## src/rtl/otp_prog_entry.sv

```systemverilog
module otp_prog_entry #(
  parameter int ADDR_W = 8,
  parameter int DATA_W = 8,
  parameter int LOCK_W = 2
) (
  input  logic                  clk,
  input  logic                  rst_n,
  input  logic                  ext_rst,
  input  logic                  store_en,
  input  logic                  wr_strb_n,
  input  logic                  rd_strb_n,
  input  logic                  addr_lat,
  input  logic                  entry_sel,
  input  logic [1:0]            mode_sel,
  input  logic [1:0]            supply_lvl,
  input  logic [ADDR_W-1:0]     addr_in,
  input  logic [DATA_W-1:0]     data_in,
  input  logic [1:0]            prot_level,
  input  logic [DATA_W-1:0]     arr_rdata,
  input  logic [LOCK_W-1:0]     lock_rdata,
  input  logic [DATA_W-1:0]     ver_rdata,
  output logic [2*ADDR_W-1:0]   arr_addr,
  output logic [DATA_W-1:0]     arr_wdata,
  output logic                  arr_we,
  output logic                  arr_re,
  output logic                  lock_we,
  output logic                  lock_re,
  output logic                  ver_re,
  output logic [DATA_W-1:0]     rd_data,
  output logic [2:0]            entry_state
);

  localparam int PAD_W = DATA_W - LOCK_W;

  typedef enum logic [2:0] {
    S_IDLE = 3'd0,
    S_COND = 3'd1,
    S_LAT  = 3'd2,
    S_RDY  = 3'd3,
    S_LOCK = 3'd4
  } st_t;

  st_t state, state_nx;
  logic wr_q;
  logic [ADDR_W-1:0] hi_q;
  logic arr_we_q, lock_we_q;

  wire base_ok = !ext_rst && !store_en && !wr_strb_n && !addr_lat &&
                 (mode_sel == 2'b01) && (supply_lvl == 2'b00) && rd_strb_n;
  wire leave   = ext_rst || store_en || entry_sel;
  wire rdy     = (state == S_RDY);
  wire v_rd    = (supply_lvl == 2'b01);
  wire v_pg    = (supply_lvl == 2'b10);
  wire wr_fall = wr_q && !wr_strb_n;
  wire rd_act  = rdy && !rd_strb_n && v_rd;

  always_comb begin
    state_nx = state;
    case (state)
      S_IDLE: if (base_ok && entry_sel) state_nx = S_COND;
      S_COND: begin
        if (!base_ok)        state_nx = S_IDLE;
        else if (!entry_sel) state_nx = S_LAT;
      end
      S_LAT, S_RDY: begin
        if (leave)
          state_nx = (prot_level != 2'b00) ? S_LOCK : S_IDLE;
        else if (state == S_LAT && wr_strb_n)
          state_nx = S_RDY;
      end
      S_LOCK:  state_nx = S_LOCK;
      default: state_nx = S_IDLE;
    endcase
  end

  always_ff @(posedge clk or negedge rst_n) begin
    if (!rst_n) begin
      state     <= S_IDLE;
      wr_q      <= 1'b0;
      hi_q      <= '0;
      arr_we_q  <= 1'b0;
      lock_we_q <= 1'b0;
    end else begin
      state     <= state_nx;
      wr_q      <= wr_strb_n;
      if (rdy && addr_lat) hi_q <= addr_in;
      arr_we_q  <= rdy && wr_fall && v_pg && (mode_sel == 2'b11);
      lock_we_q <= rdy && wr_fall && v_pg && (mode_sel == 2'b10);
    end
  end

  assign arr_re  = rd_act && (mode_sel == 2'b11);
  assign lock_re = rd_act && (mode_sel == 2'b10);
  assign ver_re  = rd_act && (mode_sel == 2'b01);

  assign rd_data = arr_re  ? arr_rdata :
                   lock_re ? {{PAD_W{1'b0}}, lock_rdata} :
                   ver_re  ? ver_rdata : '0;

  assign arr_addr    = {hi_q, addr_in};
  assign arr_wdata   = data_in;
  assign arr_we      = arr_we_q;
  assign lock_we     = lock_we_q;
  assign entry_state = state;


  we_pulse_chk: assert property (@(posedge clk) disable iff (!rst_n)
    arr_we |=> !arr_we);


  we_excl_chk: assert property (@(posedge clk) disable iff (!rst_n)
    $onehot0({arr_we, lock_we}));


  lock_sticky_chk: assert property (@(posedge clk) disable iff (!rst_n)
    (state == S_LOCK) |=> (state == S_LOCK));


  exit_chk: assert property (@(posedge clk) disable iff (!rst_n)
    ((state == S_LAT || state == S_RDY) && store_en) |=>
      (state == S_IDLE || state == S_LOCK));


  ready_path_chk: assert property (@(posedge clk) disable iff (!rst_n)
    $rose(state == S_RDY) |-> ($past(state) == S_LAT));


  rd_quiet_chk: assert property (@(posedge clk) disable iff (!rst_n)
    (mode_sel == 2'b00 || supply_lvl == 2'b00) |-> (rd_data == '0));

endmodule

```

## config.mk

```make
export PLATFORM = sky130hd
export DESIGN_NAME = otp_prog_entry
export DESIGN_NICKNAME = d
export VERILOG_FILES = /design/src/rtl/otp_prog_entry.sv
export SDC_FILE = /design/constraint.sdc
export NUM_CORES = 1
export LEC_CHECK = 0
export ABC_CLOCK_PERIOD_IN_PS = 1600
export BUFFER_PORTS_ARGS = -buffer_cell sky130_fd_sc_hd__buf_2
export CORE_ASPECT_RATIO = 1.2
export CORE_MARGIN = 8
export CORE_UTILIZATION = 35
export DETAILED_ROUTE_END_ITERATION = 16
export PLACE_DENSITY = 0.8
export SETUP_SLACK_MARGIN = 0.2
export SYNTH_ARGS = -nofsm -noshare
export SYNTH_HDL_FRONTEND = slang
export SYNTH_SLANG_ARGS = --single-unit
```

## constraint.sdc

```tcl
create_clock -name clk -period 1.6 [get_ports clk]
set_input_delay 0.08 -clock clk [delete_from_list [all_inputs] [get_ports clk]]
set_output_delay 0.08 -clock clk [all_outputs]
set_load 0.005 [all_outputs]
```

; ---- Word level (Yosys, flattened, before mapping)
; Index checks and enable logic that the tools add are counted.
[op_classes]
n_eq_ne = 12
reduce_logical = 31
muxes = 10
[ops]
columns = operator, count
row1 = $mux W8, 3
row2 = $logic_and A1 B1 Y1, 19
row3 = $mux W3, 6
row4 = $pmux W3 S4, 1
row5 = $eq A2 B2 Y1 const B, 3
row6 = $eq A3 B2 Y1 const B, 2
row7 = $ne A3 B3 Y1 const B, 2
row8 = $logic_not A1 Y1, 5
row9 = $eq A2 B1 Y1 const B, 2
row10 = $eq A3 B1 Y1 const B, 1
row11 = $eq A3 B3 Y1 const B, 1
row12 = $logic_not A3 Y1, 1
row13 = $reduce_and A3 Y1, 1
row14 = $logic_not A2 Y1, 1
row15 = $logic_or A1 B1 Y1, 2
row16 = $ne A2 B2 Y1 const B, 1
row17 = $reduce_bool A2 Y1, 1
row18 = $reduce_or A2 Y1, 1
[word_totals]
input_bits = 48
word_cells = 58
reg_bits = 14

; ---- Longest topological paths before layout
; Gate-level depths: netlist (run 1).
[depth]
word_depth = 10
ltp_mapped = 3

; ---- Worst setup path before layout (run 1)
; Ideal clock, no wire load.
[synth_path]
path_kind = register to register
start = register state[0] (netlist: entry_state[0])
end = register hi_q[0]
synth_period_minus_slack_ns = 1.217
arrival_time_ns = 1.092
setup_time_ns = 0.125
stages_incl_launch_ff = 4
slack_ns = 0.383
n_path_buf = 0
path_cell_list = dfrtp_1 and3b_2 nand2_4 mux2_2
[synth_via]
elab_chain_cells = 2
[synth_rtl]
columns = element, line_no
row1 = from (decl), 43  ; st_t state, state_nx;
row2 = from (signal assigned), 84  ; state <= state_nx;
row3 = $eq A3 B2 Y1, 51  ; wire rdy = (state == S_RDY);
row4 = $logic_and A1 B1 Y1, 86  ; if (rdy && addr_lat) hi_q <= addr_in;
row5 = to (signal assigned), 86
row6 = to (decl), 45  ; logic [ADDR_W-1:0] hi_q;
; No other way between the ends.
; A chain may end at the register's enable or synchronous reset.

; ---- Worst setup path in the final report (run 1)
[layout_path]
start = register state[2] (netlist: entry_state[2])
end = output port ver_re
[layout_via]
elab_chain_cells = 4
[layout_rtl]
columns = element, line_no
row1 = $eq A3 B2 Y1, 51
row2 = $logic_and A1 B1 Y1 (2 in series), 55  ; wire rd_act = rdy && !rd_strb_n && v_rd;
row3 = $logic_and A1 B1 Y1, 94  ; assign ver_re = rd_act && (mode_sel == 2'b01);
row4 = to (decl), 28  ; output logic ver_re,
; No other way between the ends.

==> results of run 1 <==
[per-layer routing]
metal / up-vias / track usage [%] / wire length (µm)
li1: 415 / - / -
met1: 367 / 11.51 / 970
met2: 68 / 17.95 / 1072
met3: 2 / 5.861 / 489
met4: 0 / 3.377 / 6
met5: - / 0 / 0
[timing repair]
| item | CTS | global route |
|---|---|---|
| pin swaps | 7 | 1 |
| gates resized for setup | 2 | 5 |
| buffers inserted | 3 | 3 |
| endpoints found under the hold margin | 15 | 0 |
| cloned | 0 | 0 |
| hold buffers | 2 | 0 |
| setup endpoints to repair | 11 | 19 |
[worst max-delay path, stage by stage (launching register included)]
cell,delay [ns]
dfrtp_1,0.39
and3b_2,0.26
nand4_1,0.11
buf_6,0.16
nor2_2,0.07
buf_2,0.12
[Yosys cell counts]
cell type,n
nor3_1,2
nand2_1,3
a22oi_1,2
nand2b_1,1
buf_4,16
inv_1,1
o2bb2ai_1,1
nand2_4,1
nand3_1,2
and2b_1,1
and3b_2,1
mux2_2,10
dfrtp_1,14
mux2i_1,6
nor2b_1,1
buf_2,1
nand4_1,2
nand4b_1,1
or4_1,1
o22ai_1,1
o21ai_0,2
nor2_1,17
[layout make-up]
type,instances,share of cell area (%)
Sequential cell,14,28.43
Multi-Input combinational cell,55,31.88
Tap cell,31,3.147
Inverter,1,0.3046
Timing Repair Buffer,79,34.42
Clock buffer,3,1.827
[power groups by stage]
stage	logic (µW)	registers (µW)	clock network (µW)
2_1_floorplan	63.2	362	0
3_3_place_gp	104	362	0
3_5_place_dp	109	362	0
4_1_cts	113	355	193
5_1_grt	126	355	210
6_report	113	355	182
[metrics by stage]
step           total power [µW]  hold WS [ns]  cell area (µm²)  worst slack [ns]
2_1_floorplan             425.4       -0.2156            857.1            0.3828
3_3_place_gp              466.5      -0.02111             1126            0.2864
3_5_place_dp              470.8      -0.01433             1126            0.2044
4_1_cts                   661.2       0.05126             1197            0.1307
5_1_grt                   691.1       0.04812             1232           0.05560
6_report                  651.1       0.05652             1232            0.1442
[layout by cell type, fill, tap and decap left out, types with 2 or more instances in the layout]
cell,instances
buf_2,71
dfrtp_1,14
nor2_1,11
mux2_2,10
nor2_2,6
mux2i_1,6
buf_4,5
nand2_1,3
clkbuf_4,3
nand4_1,2
nand3_1,2
a22oi_1,2
nor3_1,2
o21ai_0,2
dlygate4sd3_1,2
[flip-flops by register name, summed over array words and instances (netlist names)]
name,count
lock_we,1
entry_state,3
hi_q,8
arr_we,1
wr_q,1
[logic make-up after synthesis]
family / count (synthesis)
flip-flops: 14
buffers and inverters: 18
multiplexers: 16
AND/OR/NAND/NOR: 33
AO/OA/AOI/OAI: 6
[worst min path at each step]
| stage | from | to | slack (ns) |
|---|---|---|---|
| finish | addr_in[3] | hi_q[3] | 0.06 |
| global route | addr_in[0] | hi_q[0] | 0.05 |
| CTS | addr_in[0] | hi_q[0] | 0.05 |
| detailed placement | rst_n | hi_q[1] | -0.01 |
| global placement | rst_n | hi_q[2] | -0.02 |
| floorplan | rst_n | arr_we | -0.22 |
==> results.toml, run 1 <==
[timing]
skew_ns = 0.009513
rsz0062_at_grt = "true"
hold_violations = 0
relSlewSlack_pct = 79.04
clock.fmax_mhz = 686.9
slew_viol_final = 0
setup_viol = 0
period_share_pct = 90.99
fin_tns_setup_ns = 0
fin_crit_ns = 1.456
max_slew.worst_pin.slew_ns = 0.3121

[power]
ir_worst_vdd_uv = 246.0
leakagePower_uw = 0.0007388
p_switching_uw = 148.6
p_int_uw = 502.6
switching_share_pct = 22.82
combPwrFrac_pct = 17.4
p_seq_share_pct = 54.6
power_density_mw_per_mm2 = 528.3
clkPwrFrac_pct = 28.0

[global_route]
grt_max_degree = 15
grt_pass1_vias = 929
globalRouteOverflowTotal = 0
antenna_found_initial = 0
grt_util_all_layers_pct = 10.98
grt_pass1_wl_um = 3774

[detailed_routing]
first_iter_violations = 12
via_count = 852
post-route-drc-count = 0
dr.pass1.iters = 2
routedWlPerCell_um = 13.87
ant_nets = 0
routed_wl_um = 2539
drt-vias-per-instance = 4.656

[hold_path]
whs_path_depth = 2
hold_class = "input pin to register"

[setup_path]
critPathLaunchType = "register"
cp_max_fo = 8
end_kind = "output pin"
reg2reg_depth = 4
r2r_end = "hi_q[2]"
crit_type = "register to output pin"
r2r_start = "entry_state[1]"
endpoint = "ver_re"
cp-startpoint = "entry_state[2]"
worst-r2r-setup-slack_ns = 0.25
cp.required_ns = 1.52
arrival_ns = 1.38

[job]
drv_cap = 0

[die]
start_util_pct = 37.17
die-area_mm2 = 0.004295
rows = 19
core_mm2 = 0.002306
die_width_um = 61.18
die_h_um = 70.21
ios = 88

[synth]
synthCells = 87
syn_nets = 135
ys_top_cells_by_area = "dfrtp_1 41%, buf_4 14%, mux2_2 13%"
synth_fa_ha_area_share_pct = 0
ys_ff_latch = 14
synth_area_um2 = 857.1
synth_compound_area_share_pct = 4.672
ys_types = 22
yosysTopAreaCell = "dfrtp_1"
avgSynthCellArea_um2 = 9.851
synth_top_family_by_area = "multiplexers"
synthSimpleGateAreaFrac_pct = 19.27
synth_xor_area_share_pct = 0
yosys_warnings = 0
synthMuxAreaShare_pct = 20.15
synth_top_cell_area_share_pct = 40.88
ys_seq_area_share_pct = 40.88

[clock_network]
htreeDepth = 1
clk_latency_ns = 0.27
clockRootBuffer = "clkbuf_4"
cts_tree = "built"
clock_sinks = 14
clk_pin_slew_ns = 0.08
clockBufferDepth = 2
cts_buffers = 3

[placed_design]
dp_cells = 172
gp_congestion = 0.7869
dpl.hpwl_um = 2204
port_buffers = 71

[outcome]
outcome = "finished clean"

[layout]
filler_cell_count = 230
final-seq-area_um2 = 350.3
drive_gt1_share_pct = 64.47
multi_input_area_um2 = 392.9
syn_to_final_growth_pct = 43.80
antennaDiodeCount = 0
instances_no_fill = 183
finalNetCount = 202
fin_util_pct = 53.45
No activity file was read; power rests on OpenSTA's default activity.
==> inputs of run 2 (changes only) <==
--- a/config.mk
+++ b/config.mk
@@ -11,6 +11,7 @@
 export CORE_MARGIN = 8
 export CORE_UTILIZATION = 35
 export DETAILED_ROUTE_END_ITERATION = 16
+export GPL_TIMING_DRIVEN = 0
 export PLACE_DENSITY = 0.8
 export SETUP_SLACK_MARGIN = 0.2
 export SYNTH_ARGS = -nofsm -noshare
==> results.toml, run 2 (synthesis gave the netlist of run 1 again) <==
[layout]
final_cell_mix = "80 x buf_2, 21 x buf_4, 14 x nor2_1, 14 x dfrtp_1, 10 x mux2_2"
final_common_cell = "buf_2"
syn_to_final_growth_pct = 63.21
finalNetCount = 227
filler_cell_count = 198
largest_register_ffs = 8
top_register = "hi_q"
antennaDiodeCount = 0
drive_gt1_share_pct = 67.80

[setup_path]
arrival_ns = 1.37
end_kind = "output pin"
reg2reg_depth = 4
endpoint = "rd_data[7]"
cp.required_ns = 1.52
cp-startpoint = "entry_state[2]"
cp_max_fo = 8
crit_type = "register to output pin"
worst-r2r-setup-slack_ns = 0.25
r2r_start = "entry_state[1]"
r2r_end = "hi_q[4]"
critPathLaunchType = "register"

[detailed_routing]
drt-vias-per-instance = 4.543
dr.pass1.iters = 4
via_count = 945
post-route-drc-count = 0
routedWlPerCell_um = 12.78
routed_wl_um = 2659
first_iter_violations = 15
ant_nets = 0

[timing]
setup_slack_ns = 0.1463
hold_violations = 0
fin_tns_setup_ns = 0
setup_viol = 0
fin_crit_ns = 1.454
slew_viol_final = 0
rsz0062_at_grt = "true"
relSlewSlack_pct = 79.35
period_share_pct = 90.85
skew_ns = 0.005651
clock.fmax_mhz = 687.9
max_slew.worst_pin.slew_ns = 0.3073

[clock_network]
clock_sinks = 14
cts_buffers = 3
clockBufferDepth = 2
cts_tree = "built"
clockRootBuffer = "clkbuf_4"
htreeDepth = 1
clk_latency_ns = 0.27
clk_pin_slew_ns = 0.08

[placed_design]
port_buffers = 79
gp_congestion = 0.7543
pre_cts_slack_ns = 0.2049
dpl.hpwl_um = 2336

[job]
drv_cap = 0

[power]
combPwrFrac_pct = 22.2
p_int_uw = 534.1
leakagePower_uw = 0.0008448
power_density_mw_per_mm2 = 494.2
switching_share_pct = 22.75
clkPwrFrac_pct = 26.4
ir_worst_vdd_uv = 255.0
p_seq_share_pct = 51.4
p_switching_uw = 157.2

[outcome]
outcome = "finished clean"

[die]
die-area_mm2 = 0.004295
die_width_um = 61.18
start_util_pct = 37.17
die_h_um = 70.21
rows = 19
ios = 88
core_mm2 = 0.002306

[global_route]
grt_pass1_vias = 1003
globalRouteOverflowTotal = 0
grt_pass1_wl_um = 4084
grt_util_all_layers_pct = 11.79
grt_max_degree = 15
antenna_found_initial = 0

[hold_path]
hold_class = "input pin to register"
==> run 2: cell types whose count changed in the layout (fill, tap and decap cells not counted) <==
cell,before,now
nor2_1,11,14
buf_4,5,21
nand2_4,1,0
nor2_2,6,3
nand2_8,0,1
buf_2,71,80
==> run 2: metal layers <==
metal	wire, µm	GRT usage (%)
met1	1024	13.10
met2	1141	19.00
met3	493	5.861
met4	0	3.117
met5	0	0
==> run 2: through the flow <==
stage               std cells  total power [µW]  util, %  cell area [µm²]  hold WS [ns]
floorplan                  87             425.4        -            857.1       -0.2156
global placement          197             508.1    56.00             1291      -0.01714
detailed placement        197             512.3    56.00             1291      -0.01494
CTS                       206             702.2    59.41             1370       0.05246
global route              208             734.3    60.66             1399       0.05016
finish                    208             691.3    60.66             1399       0.06098
==> run 2: worst min-delay path by stage <==
stage,start,to,depth (start not counted)
after detailed placement,rst_n,hi_q[2],1
final,addr_in[0],hi_q[0],2
after global placement,rst_n,hi_q[2],1
after floorplan,rst_n,arr_we,0
after global routing,addr_in[0],hi_q[0],2
after CTS,addr_in[0],hi_q[0],2
==> run 2: timing repair <==
action / 4_1_cts / 5_1_grt
gates resized for setup: 2 / 3
buffers inserted: 4 / 2
pin swaps: 6 / 2
endpoints found under the hold margin: 15 / 0
endpoints found under the setup margin: 11 / 19
hold buffers: 2 / 0
==> run 2: critical path: stages (launching register included) <==
cell and delay, ns:
dfrtp_1 0.39, and3b_2 0.27, nand4_1 0.11, buf_6 0.15, nor2_1 0.08, buf_2 0.11
==> run 2: final cells by class <==
type | instances | area [µm²] | share of cell area, %
Buffer | 17 | 125.1 | 8.945
Clock buffer | 3 | 22.52 | 1.610
Inverter | 1 | 3.754 | 0.2683
Multi-Input combinational cell | 55 | 394.1 | 28.18
Sequential cell | 14 | 350.3 | 25.04
Tap cell | 31 | 38.79 | 2.773
Timing Repair Buffer | 87 | 464.2 | 33.18
==> run 2: power groups by stage <==
stage / clock [µW] / sequential [µW] / combinational [µW]
after floorplan: 0 / 362 / 63.2
after global placement: 0 / 362 / 146
after detailed placement: 0 / 362 / 150
after CTS: 193 / 355 / 154
after global routing: 209 / 355 / 170
final: 182 / 355 / 154
